[src/rtl/intc_pkg.sv]
`timescale 1ns/1ps
package intc_pkg;

    typedef enum logic [2:0] {
        A_STAT = 3'd0,
        A_PEND = 3'd1,
        A_EN   = 3'd2,
        A_ACK  = 3'd3,
        A_VEC  = 3'd4,
        A_CTRL = 3'd5,
        A_LVL  = 3'd6
    } reg_addr_e;

    // control word: bit 1 hardware capture, bit 0 request enable
    typedef struct packed {
        logic hw_on;
        logic req_on;
    } ctrl_t;

endpackage

[src/rtl/intc_capture.sv]
`timescale 1ns/1ps
module intc_capture #(
    parameter int                 NUM_HW     = 6,
    parameter logic [NUM_HW-1:0]  SENSE_EDGE = '0,
    parameter logic [NUM_HW-1:0]  ACT_HIGH   = '1
) (
    input  logic              clk,
    input  logic              rst_n,
    input  logic [NUM_HW-1:0] src_i,
    input  logic              arm_i,
    output logic [NUM_HW-1:0] hit_o
);

    typedef struct packed {
        logic [NUM_HW-1:0] prev;
    } cap_t;

    cap_t cap_d, cap_q;
    logic [NUM_HW-1:0] act;
    logic [NUM_HW-1:0] raw;

    // normalise polarity so that 1 always means active
    assign act = ~(src_i ^ ACT_HIGH);

    for (genvar i = 0; i < NUM_HW; i++) begin : g_src
        if (SENSE_EDGE[i]) begin : g_edge
            assign raw[i] = act[i] & ~cap_q.prev[i];
        end else begin : g_level
            assign raw[i] = act[i];
        end
    end

    assign hit_o = raw & {NUM_HW{arm_i}};

    always_comb begin
        cap_d      = cap_q;
        cap_d.prev = act;
    end

    always_ff @(posedge clk) begin
        if (!rst_n) cap_q <= '0;
        else        cap_q <= cap_d;
    end

endmodule

[src/rtl/intc_prio.sv]
`timescale 1ns/1ps
module intc_prio #(
    parameter int N  = 8,
    parameter int IW = $clog2(N)
) (
    input  logic [N-1:0]  req_i,
    output logic          valid_o,
    output logic [IW-1:0] idx_o
);

    // scan from the top so the lowest set index is the last one written
    always_comb begin
        valid_o = 1'b0;
        idx_o   = '0;
        for (int i = N - 1; i >= 0; i--) begin
            if (req_i[i]) begin
                valid_o = 1'b1;
                idx_o   = IW'(i);
            end
        end
    end

endmodule

[src/rtl/intc_reqgen.sv]
`timescale 1ns/1ps
module intc_reqgen #(
    parameter bit PULSE = 1'b0
) (
    input  logic clk,
    input  logic rst_n,
    input  logic cond_i,
    output logic irq_o
);

    typedef struct packed {
        logic irq;
        logic prev;
    } rq_t;

    rq_t rq_d, rq_q;

    if (PULSE) begin : g_pulse
        always_comb begin
            rq_d      = rq_q;
            rq_d.irq  = cond_i & ~rq_q.prev;
            rq_d.prev = cond_i;
        end

        p_pulse_single_r9: assert property (@(posedge clk) disable iff (!rst_n)
            rq_q.irq |=> !rq_q.irq);
    end else begin : g_level
        always_comb begin
            rq_d      = rq_q;
            rq_d.irq  = cond_i;
            rq_d.prev = cond_i;
        end
    end

    always_ff @(posedge clk) begin
        if (!rst_n) rq_q <= '0;
        else        rq_q <= rq_d;
    end

    assign irq_o = rq_q.irq;

endmodule

[src/rtl/intc_core.sv]
`timescale 1ns/1ps
module intc_core
    import intc_pkg::*;
#(
    parameter int                NUM_HW     = 6,
    parameter int                NUM_SW     = 2,
    parameter int                DW         = 32,
    parameter logic [NUM_HW-1:0] SENSE_EDGE = '0,
    parameter logic [NUM_HW-1:0] ACT_HIGH   = '1,
    parameter bit                PULSE_OUT  = 1'b0
) (
    input  logic              clk,
    input  logic              rst_n,
    input  logic [NUM_HW-1:0] src_i,
    input  logic              wr_en,
    input  logic [2:0]        wr_addr,
    input  logic [DW-1:0]     wr_data,
    input  logic [2:0]        rd_addr,
    output logic [DW-1:0]     rd_data,
    output logic              irq_o
);

    localparam int N  = NUM_HW + NUM_SW;
    localparam int IW = (N > 1) ? $clog2(N) : 1;
    localparam int LW = $clog2(N + 1);

    function automatic logic [N-1:0] span_mask(int lo, int hi);
        logic [N-1:0] m;
        m = '0;
        for (int k = 0; k < N; k++) begin
            if (k >= lo && k < hi) m[k] = 1'b1;
        end
        return m;
    endfunction

    localparam logic [N-1:0] SW_MASK = span_mask(NUM_HW, N);

    typedef struct packed {
        logic [N-1:0]  stat;
        logic [N-1:0]  en;
        ctrl_t         ctrl;
        logic [LW-1:0] lvl;
    } st_t;

    st_t st_d, st_q;

    logic [NUM_HW-1:0] hit;
    logic [N-1:0]      hw_set;
    logic [N-1:0]      pend;
    logic [N-1:0]      lvl_gate;
    logic [N-1:0]      elig;
    logic              vld;
    logic [IW-1:0]     vidx;
    logic              cond;
    logic              unused_wr;

    assign unused_wr = ^wr_data;

    intc_capture #(
        .NUM_HW    (NUM_HW),
        .SENSE_EDGE(SENSE_EDGE),
        .ACT_HIGH  (ACT_HIGH)
    ) u_capture (
        .clk  (clk),
        .rst_n(rst_n),
        .src_i(src_i),
        .arm_i(st_q.ctrl.hw_on),
        .hit_o(hit)
    );

    always_comb begin
        hw_set             = '0;
        hw_set[NUM_HW-1:0] = hit;
    end

    // threshold: only indices strictly below it may compete
    for (genvar i = 0; i < N; i++) begin : g_gate
        assign lvl_gate[i] = (LW'(i) < st_q.lvl);
    end

    assign pend = st_q.stat & st_q.en;
    assign elig = pend & lvl_gate;

    intc_prio #(
        .N (N),
        .IW(IW)
    ) u_prio (
        .req_i  (elig),
        .valid_o(vld),
        .idx_o  (vidx)
    );

    assign cond = st_q.ctrl.req_on & vld;

    intc_reqgen #(
        .PULSE(PULSE_OUT)
    ) u_reqgen (
        .clk   (clk),
        .rst_n (rst_n),
        .cond_i(cond),
        .irq_o (irq_o)
    );

    always_comb begin
        st_d = st_q;
        if (wr_en) begin
            case (wr_addr)
                A_STAT: if (!st_q.ctrl.hw_on) st_d.stat = st_q.stat | (wr_data[N-1:0] & SW_MASK);
                A_EN:   st_d.en   = wr_data[N-1:0];
                A_ACK:  st_d.stat = st_q.stat & ~wr_data[N-1:0];
                A_CTRL: st_d.ctrl = ctrl_t'(wr_data[1:0]);
                A_LVL:  st_d.lvl  = wr_data[LW-1:0];
                default: ;
            endcase
        end
        // a fresh detection wins over an acknowledge in the same cycle
        st_d.stat = st_d.stat | hw_set;
    end

    always_ff @(posedge clk) begin
        if (!rst_n) begin
            st_q      <= '0;
            st_q.lvl  <= LW'(N);
        end else begin
            st_q <= st_d;
        end
    end

    always_comb begin
        case (rd_addr)
            A_STAT: rd_data = DW'(st_q.stat);
            A_PEND: rd_data = DW'(pend);
            A_EN:   rd_data = DW'(st_q.en);
            A_VEC:  rd_data = vld ? DW'(vidx) : '1;
            A_CTRL: rd_data = DW'(st_q.ctrl);
            A_LVL:  rd_data = DW'(st_q.lvl);
            default: rd_data = '0;
        endcase
    end

    p_ack_clears_r4: assert property (@(posedge clk) disable iff (!rst_n)
        (wr_en && wr_addr == A_ACK && !st_q.ctrl.hw_on)
        |=> ((st_q.stat & $past(wr_data[N-1:0])) == '0));

    p_sw_blocked_r10: assert property (@(posedge clk) disable iff (!rst_n)
        st_q.ctrl.hw_on |=> ((st_q.stat & SW_MASK & ~$past(st_q.stat)) == '0));

    p_retained_r2: assert property (@(posedge clk) disable iff (!rst_n)
        !($past(wr_en) && $past(wr_addr) == A_ACK)
        |-> (($past(st_q.stat) & ~st_q.stat) == '0));

    p_irq_needs_enable_r8: assert property (@(posedge clk) disable iff (!rst_n)
        irq_o |-> $past(st_q.ctrl.req_on));

    p_vec_lowest_r6: assert property (@(posedge clk) disable iff (!rst_n)
        vld |-> (elig[vidx] && ((elig & ((N'(1) << vidx) - N'(1))) == '0)));

endmodule

[config.mk]
export PLATFORM = sky130hd
export DESIGN_NAME = intc_core
export DESIGN_NICKNAME = d
export VERILOG_FILES = /design/src/rtl/intc_pkg.sv /design/src/rtl/intc_capture.sv /design/src/rtl/intc_prio.sv /design/src/rtl/intc_reqgen.sv /design/src/rtl/intc_core.sv
export SDC_FILE = /design/constraint.sdc
export NUM_CORES = 1
export LEC_CHECK = 0
export BUFFER_PORTS_ARGS = -buffer_cell sky130_fd_sc_hd__buf_4
export CAP_MARGIN = 20
export CORE_MARGIN = 2
export CORE_UTILIZATION = 42
export DETAILED_ROUTE_END_ITERATION = 10
export PLACE_DENSITY = 0.81
export REMOVE_ABC_BUFFERS = 1
export SETUP_SLACK_MARGIN = 0.1
export SYNTH_ARGS = -nofsm -noshare
export SYNTH_HDL_FRONTEND = slang
export SYNTH_SLANG_ARGS = --single-unit
[constraint.sdc]
create_clock -name clk -period 2 [get_ports clk]
set_input_delay 0 -clock clk [delete_from_list [all_inputs] [get_ports clk]]
set_output_delay 0 -clock clk [all_outputs]
set_load 0.05 [all_outputs]
== Word-level counts from Yosys, hierarchy flattened ==
Cells that the tools add are included.

* Bits in registers: 23
* Input bits: 47
* Output and inout bits: 33
* Logic and storage cells: 62

* $lt $le $gt $ge: 8
* Eq/ne operators: 9
* Multiplexer cells: 24
* Bitwise gates (word level): 10
* Reduce and logical (&&, ||, !) cells: 5

{| class="wikitable"
|+ Operators by type and width
! cell !! count
|-
| $pmux 32 s6 || 1
|-
| $mux 32 || 1
|-
| $and 8x8->8 || 3
|-
| $mux 3 || 8
|-
| $mux 22 || 1
|-
| $lt 3x4->1 const A || 4
|-
| $mux 8 || 2
|-
| $pmux 8 s2 || 1
|-
| $eq 3x3->1 const B || 5
|-
| $not 6->6 || 2
|-
| $eq 3x2->1 const B || 3
|-
| $lt 1x4->1 const A || 2
|-
| $lt 2x4->1 const A || 2
|-
| $mux 1 || 8
|-
| $not 8->8 || 1
|-
| $or 8x6->8 || 1
|-
| $or 8x8->8 || 1
|-
| $and 6x6->6 || 1
|-
| $logic_not 3->1 || 2
|-
| $reduce_and 2->1 || 3
|-
| $mux 4 || 1
|-
| $eq 3x1->1 const B || 1
|-
| $mux 2 || 1
|-
| $and 1x1->1 || 1
|}

== Depth between registers and ports, before layout ==
Gate-level depths: netlist of run 1.

* Depth in word-level cells: 12
* Gate-level depth with buffers: 5
* Mapped depth without buffers: 4

== Modules after synthesis ==
From an unflattened synthesis of run 1, not the netlist that was laid out.

* Cells, all modules: 197
* Area, all modules: 1627.8 µm²

{| class="wikitable"
|+ Modules (own cells, without submodules)
! module !! instances !! cells an instance !! area each (µm²)
|-
| intc_core || 1 || 176 || 1483.9
|-
| intc_prio || 1 || 13 || 80.1
|-
| intc_capture || 1 || 6 || 37.5
|-
| intc_reqgen || 1 || 2 || 26.3
|}

== Least setup slack after synthesis of run 1 ==
Ideal clock, no wire load.

* Path type: reg2out
* Start: register st_q[1] (netlist bit)
* End: output port rd_data[4]
* Arrival time: 2721 ps
* Data required time: 2000 ps
* Setup slack: -721 ps
* Stages on the path, launching flop included: 6
* Cells stage by stage: dfxtp_1 buf_6 o311ai_4 o211ai_4 nor4_4 o21bai_1

* Word-level cells in the longest chain between the ends: 12
* Elaborated cells on any way between the ends: 19
* Classes of those cells: 8 x order compare; 10 x mux; 1 x bitwise

{| class="wikitable"
|+ RTL lines
! item !! line !! RTL
|-
| from (decl) || intc_core.sv:45 || <nowiki>st_t st_d, st_q;</nowiki>
|-
| from (signal assigned) || intc_core.sv:125 || <nowiki>st_q <= st_d;</nowiki>
|-
| $lt 3x4->1 || intc_core.sv:78 || <nowiki>assign lvl_gate[i] = (LW'(i) < st_q.lvl);</nowiki>
|-
| $and 8x8->8 * || intc_core.sv:82 || <nowiki>assign elig = pend & lvl_gate;</nowiki>
|-
| $mux 1 (7 in series) || intc_prio.sv:16 || <nowiki>if (req_i[i]) begin</nowiki>
|-
| $mux 1 * || intc_prio.sv:16 ||
|-
| $mux 32 * || intc_core.sv:134 || <nowiki>A_VEC: rd_data = vld ? DW'(vidx) : '1;</nowiki>
|-
| $pmux 32 s6 * || intc_core.sv:130 || <nowiki>case (rd_addr)</nowiki>
|-
| to (decl) || intc_core.sv:19 || <nowiki>output logic [DW-1:0] rd_data,</nowiki>
|}

Mark *: on every way between the ends. The rest lies on a longest branch, timed or not.

== Worst setup path after layout of run 1 ==
* Start: register st_q[3] (netlist bit)
* End: output port rd_data[1]

* Word-level cells in the longest chain between the ends: 12
* Elaborated cells on any way between the ends: 27
* Classes of those cells: 8 x order compare; 18 x mux; 1 x bitwise

{| class="wikitable"
|+ RTL lines
! item !! line
|-
| $lt 3x4->1 || intc_core.sv:78
|-
| $and 8x8->8 * || intc_core.sv:82
|-
| $mux 3 / $mux 1 (equally long branches) (8 in series) || intc_prio.sv:16
|-
| $mux 32 * || intc_core.sv:134
|-
| $pmux 32 s6 * || intc_core.sv:130
|}

Marks and branches as above.

==> results.json, run 1 <==
{
  "yosys_warnings": 0,
  "via_count": 1622,
  "tightest_slew_ns": 0.486,
  "cts_root_buf": "clkbuf_8",
  "syn_avg_cell_area_um2": 8.68,
  "vdd_drop_max_mv": 0.185,
  "hold_start": "wr_data[2]",
  "place.gp.congestion": 0.840,
  "rr_worst_depth": 5,
  "grt_pass1_vias": 1391,
  "synth_cell_types": 43,
  "intPower_uw": 756,
  "fin_crit_sh": 0.984,
  "avgRoutedWirePerCell_um": 16.4,
  "crit_fanout": 7,
  "drt_iter0_markers": 173,
  "crit_type": "reg -> out",
  "yosys_register_bits": 23,
  "placementRows": 22,
  "async_reset_ff_frac": 0,
  "crit_path_end_kind": "primary output",
  "place.port_buffers": 55,
  "layout.nets": 291,
  "fin_cells": 291,
  "hold_violations": 0,
  "slew_headroom": 0.673,
  "dr.pass1.iters": 4,
  "grt_start_max_net_pins": 25,
  "cts.sink_count": 23,
  "rsz0062_at_grt": "true",
  "yosysTopAreaCell": "dfxtp_1",
  "pwr-share-seq": 0.428,
  "grt-ovfl-total": 0,
  "grt_first_pass_wirelength_um": 6430,
  "routed_wirelength_um": 4780,
  "fmax_mhz": 508,
  "clock_latency_ns": 0.27,
  "synth_area_um2": 1670,
  "seqCellArea_um2": 473,
  "ys_seq_area_frac": 0.276,
  "startpoint_type": "register",
  "maxCapViolations": 0,
  "finClkSkew_ns": 0.00509,
  "final_core_util": 0.654,
  "cts_tree": "yes",
  "timing.final.crit_period_ns": 1.97,
  "path_clk_slew_ns": 0.08,
  "synth-edff-count": 0,
  "p_leak_uw": 0.00100,
  "min_path_cells": 3,
  "swShare": 0.321,
  "track_usage": 0.188,
  "cts-htree-levels": 1,
  "die_height_um": 67.0,
  "synth_flop_cell": "dfxtp_1",
  "power_density_nw_per_um2": 454,
  "yosysMostFrequentCell": "nor2b_1",
  "r2r_start": "st_q[2]",
  "dieArea_um2": 4490,
  "antenna_found_initial": 0,
  "via_per_inst": 5.57,
  "ys_top_cells_by_count": "nor2b_1 (25), buf_4 (23), dfxtp_1 (23)",
  "outcome": "finished, final reports clean",
  "worstHoldPathType": "in -> reg",
  "fp.coreArea_um2": 3740,
  "pin_count": 80,
  "cts_buffers": 3,
  "area_growth_pct": 46.9,
  "ys_top_cells_by_area": "dfxtp_1 (28%), buf_4 (10%), nor2b_1 (9.4%), mux2i_1 (9.0%), nand2_1 (3.8%)",
  "multiInputGateArea_um2": 985,
  "drv_slew": 0,
  "syn_inst": 192,
  "power.switching_uw": 357,
  "pwr-share-clk": 0.264,
  "worstPathArrival_ns": 1.97,
  "ant_nets": 0,
  "initial_core_util": 0.445,
  "required_ns": 2.00,
  "yosysTopAreaCellShare": 0.276,
  "cts.path.max_buffers": 2,
  "critPathLaunch": "st_q[3]",
  "drc": 0,
  "die_w_um": 67.0,
  "post-place-cells": 264,
  "drive_gt1_frac": 0.391,
  "nFillCells": 288,
  "dp_hpwl_um": 2830,
  "setup_violations": 0,
  "diodes": 0,
  "comb_power_share": 0.308
}
[final timing paths]
kind | end | slack (ns)
worst max-delay path | rd_data[1] | 0.03
worst min-delay path | st_q[2] | 0.0009
worst max register to register | u_reqgen.irq_o | 0.43
worst min register to register | u_reqgen.irq_o | 0.49
[registers in the layout, summed over array words and instances (netlist names)]
register        cells
st_q               22
u_reqgen.irq_o      1
[placed cells by master, fill, tap and decap left out, types with 5 or more instances in the layout]
| cell type | count |
|---|---|
| nand2_1 | 17 |
| dlygate4sd3_1 | 5 |
| buf_8 | 6 |
| mux2i_1 | 15 |
| a21oi_1 | 7 |
| buf_6 | 19 |
| buf_12 | 9 |
| nor2b_1 | 25 |
| dfxtp_1 | 19 |
| buf_4 | 42 |
| o21ai_0 | 5 |
| nor2_1 | 6 |
| a22oi_1 | 8 |
[power by group through the flow]
stage,Clock (µW),Sequential [µW],Combinational [µW]
3_3_place_gp,0,490,268
5_1_grt,323,478,361
6_report,294,476,342
3_5_place_dp,0,491,272
2_1_floorplan,0,487,158
4_1_cts,304,478,285
[per-stage QoR]
stage               cell area (µm²)  TNS [ns]  setup slack (ns)  total power, µW  hold WS [ns]
finish                         2450         0            0.0323             1110      0.000861
detailed placement             1940         0             0.182              762         0.247
floorplan                      1430   -288.86            -11.03              645        0.0619
global route                   2450    -0.804           -0.0815             1160       0.00752
global placement               1940         0             0.214              759         0.238
CTS                            2090  -0.00237          -0.00201             1070       0.00250
[worst max-delay path: stages, from the launching register on]
cell and delay [ns]:
dfxtp_4 0.39, o211ai_1 0.35, o2bb2ai_4 0.13, buf_4 0.15
buf_4 0.12, a311o_1 0.27, o221ai_2 0.08, buf_6 0.19
[logic make-up (layout without fill, tap and decap cells)]
family,count (synthesis),count (layout),share of synthesized area
compound gates,48,48,0.238
flops,23,23,0.276
mux,15,15,0.0901
buf+inv,38,89,0.152
simple gates,68,68,0.244
[area by class of cell]
cell class                 count  share of cell area
clock buffer                   4              0.0184
timing repair buffer          82               0.357
inverter                       3             0.00460
tap                           48              0.0245
multi-input combinational    131               0.402
sequential                    23               0.193
[metal layers]
metal  wire length, µm  track usage
met1              1860        0.225
met2              2390        0.340
met3               403       0.0304
met4               120       0.0612
met5                 0            0
[timing repair]
item | in CTS | in global routing
pin swaps | 0 | 8
hold buffers | 5 | 0
gates resized for setup | 15 | 56
gates cloned | 0 | 2
endpoints found under the setup margin | 31 | 32
endpoints found under the hold margin | 5 | 0
buffers inserted | 2 | 14
No activity file was read; power rests on OpenSTA's default activity.
==> run 2: changes to the inputs <==
--- a/config.mk
+++ b/config.mk
@@ -12,7 +12,6 @@
 export DETAILED_ROUTE_END_ITERATION = 10
 export PLACE_DENSITY = 0.81
 export REMOVE_ABC_BUFFERS = 1
-export SETUP_SLACK_MARGIN = 0.1
 export SYNTH_ARGS = -nofsm -noshare
 export SYNTH_HDL_FRONTEND = slang
 export SYNTH_SLANG_ARGS = --single-unit
==> run 2 against run 1 <==
Global-route usage is 0.57 points lower. Worst hold slack worse by 0.0051 ns. First-iteration DRC count decreased by 29%. Largest cell class unchanged. The flow now finishes with violations (hold timing).
==> results.json, run 2 (synthesis gave the netlist of run 1 again) <==
{
  "setup_violations": 0,
  "violations": "hold timing",
  "place.port_buffers": 55,
  "layout_common_cells": "buf_4 (37), nor2b_1 (25), buf_6 (25)",
  "die_w_um": 67.0,
  "cts-htree-levels": 1,
  "worstPathArrival_ns": 1.94,
  "slew_headroom": 0.651,
  "worstHoldPathType": "in -> reg",
  "die_height_um": 67.0,
  "placementRows": 22,
  "path_clk_slew_ns": 0.08,
  "drc": 0,
  "cts.sink_count": 23,
  "avgRoutedWirePerCell_um": 15.0,
  "whs_ns": -0.00424,
  "cp_common_cell": "buf_6",
  "drv_slew": 0,
  "drt_iter0_markers": 123,
  "tightest_slew_ns": 0.518,
  "dieArea_um2": 4490,
  "area_growth_pct": 33.0,
  "fmax_mhz": 515,
  "grt_pass1_vias": 1343,
  "cpPeakStageDelay_ns": 0.39,
  "startpoint_type": "register",
  "power_density_nw_per_um2": 490,
  "timing.final.crit_period_ns": 1.94,
  "crit_path_end_kind": "primary output",
  "grt_first_pass_wirelength_um": 6210,
  "track_usage": 0.183,
  "final_core_util": 0.592,
  "layout.nets": 278,
  "fp.coreArea_um2": 3740,
  "finClkSkew_ns": 0.00472,
  "diodes": 0,
  "nFillCells": 335,
  "maxCapViolations": 0,
  "cts_tree": "yes",
  "crit_fanout": 12,
  "dp_hpwl_um": 2830,
  "dr.pass1.iters": 4,
  "regMostFlops": "st_q",
  "drive_gt1_frac": 0.348,
  "antenna_found_initial": 0,
  "fin_crit_sh": 0.970,
  "routed_wirelength_um": 4180,
  "fin_ws_ns": 0.0599,
  "crit_slowest_cell": "dfxtp_4",
  "ant_nets": 0,
  "via_count": 1551,
  "clock_latency_ns": 0.27,
  "via_per_inst": 5.58,
  "initial_core_util": 0.445,
  "largest_reg_flops": 22,
  "worstPathCellList": "buf_6 -> a211oi_4 -> o221ai_2 -> nor4_4 -> buf_4 -> clkbuf_16 -> buf_6",
  "grt-ovfl-total": 0,
  "grt_start_max_net_pins": 25,
  "outcome": "finished, violations left",
  "vdd_drop_max_mv": 0.193,
  "mostFrequentLayoutCell": "buf_4",
  "required_ns": 2.00,
  "cts_buffers": 3,
  "cts_root_buf": "clkbuf_8",
  "cts.path.max_buffers": 2,
  "hold_violations": 2,
  "crit_type": "reg -> out",
  "pin_count": 80,
  "rsz0062_at_grt": "true",
  "pre_cts_ws_ns": 0.182,
  "place.gp.congestion": 0.840,
  "p_leak_uw": 0.000886
}
run 2: changes by cell type in the layout (fill, tap and decap cells not counted), moves of 5 or more:
cell | previous run | this run
buf_6 | 19 | 25
buf_12 | 9 | 1
buf_4 | 42 | 37
buf_8 | 6 | 0
run 2: critical path, delay by kind of cell (launching register included):
kind	cells	cell delay, ns
flip-flops	1	0.39
buffers and inverters	4	0.67
AO/OA/AOI/OAI	2	0.35
AND/OR/NAND/NOR	1	0.25
run 2: power by group:
group	switching, µW	internal, µW	leakage [µW]
clock network	159	143	0.0000228
logic	181	125	0.000675
registers	14.1	463	0.000188
run 2: cell type report:
class | instances | area, µm² | share of cell area
timing repair buffer | 69 | 654 | 0.295
tap | 48 | 60.1 | 0.0271
clock buffer | 4 | 45.0 | 0.0203
sequential | 23 | 473 | 0.213
inverter | 3 | 11.3 | 0.00508
multi-input combinational | 131 | 972 | 0.439
run 2: through the flow:
step / hold WS (ns) / cells / power [µW] / setup TNS [ns] / area (µm²)
CTS: 0.00245 / 273 / 1060 / -0.627 / 2040
detailed placement: 0.247 / 264 / 762 / 0 / 1940
global route: 0.00922 / 278 / 1130 / -1.48 / 2220
global placement: 0.238 / 264 / 759 / 0 / 1940
floorplan: 0.0619 / 157 / 645 / -288.86 / 1430
finish: -0.00424 / 278 / 1090 / 0 / 2220
run 2: routing by layer:
layer	part of all wire	up-vias	track usage
li1	-	744	-
met1	0.39	714	0.231
met2	0.51	88	0.318
met3	0.091	5	0.0287
met4	0.011	0	0.0536
met5	0	-	0
run 2: worst paths after layout:
kind	slack, ns	depth (start not counted)	startpoint	to
min reg2reg	0.49	1	st_q[4]	u_reqgen.irq_o
max	0.06	7	st_q[3]	rd_data[20]
max reg2reg	0.57	5	st_q[3]	u_reqgen.irq_o
min	-0.004	3	wr_data[2]	st_q[2]
run 2: timing repair:
item / 4_1_cts / 5_1_grt
endpoints found under the setup margin: 30 / 29
pin swaps: 0 / 3
hold buffers: 5 / 0
gates cloned: 0 / 1
gates resized for setup: 3 / 34
hold endpoints to repair: 5 / 0
buffers inserted: 0 / 4
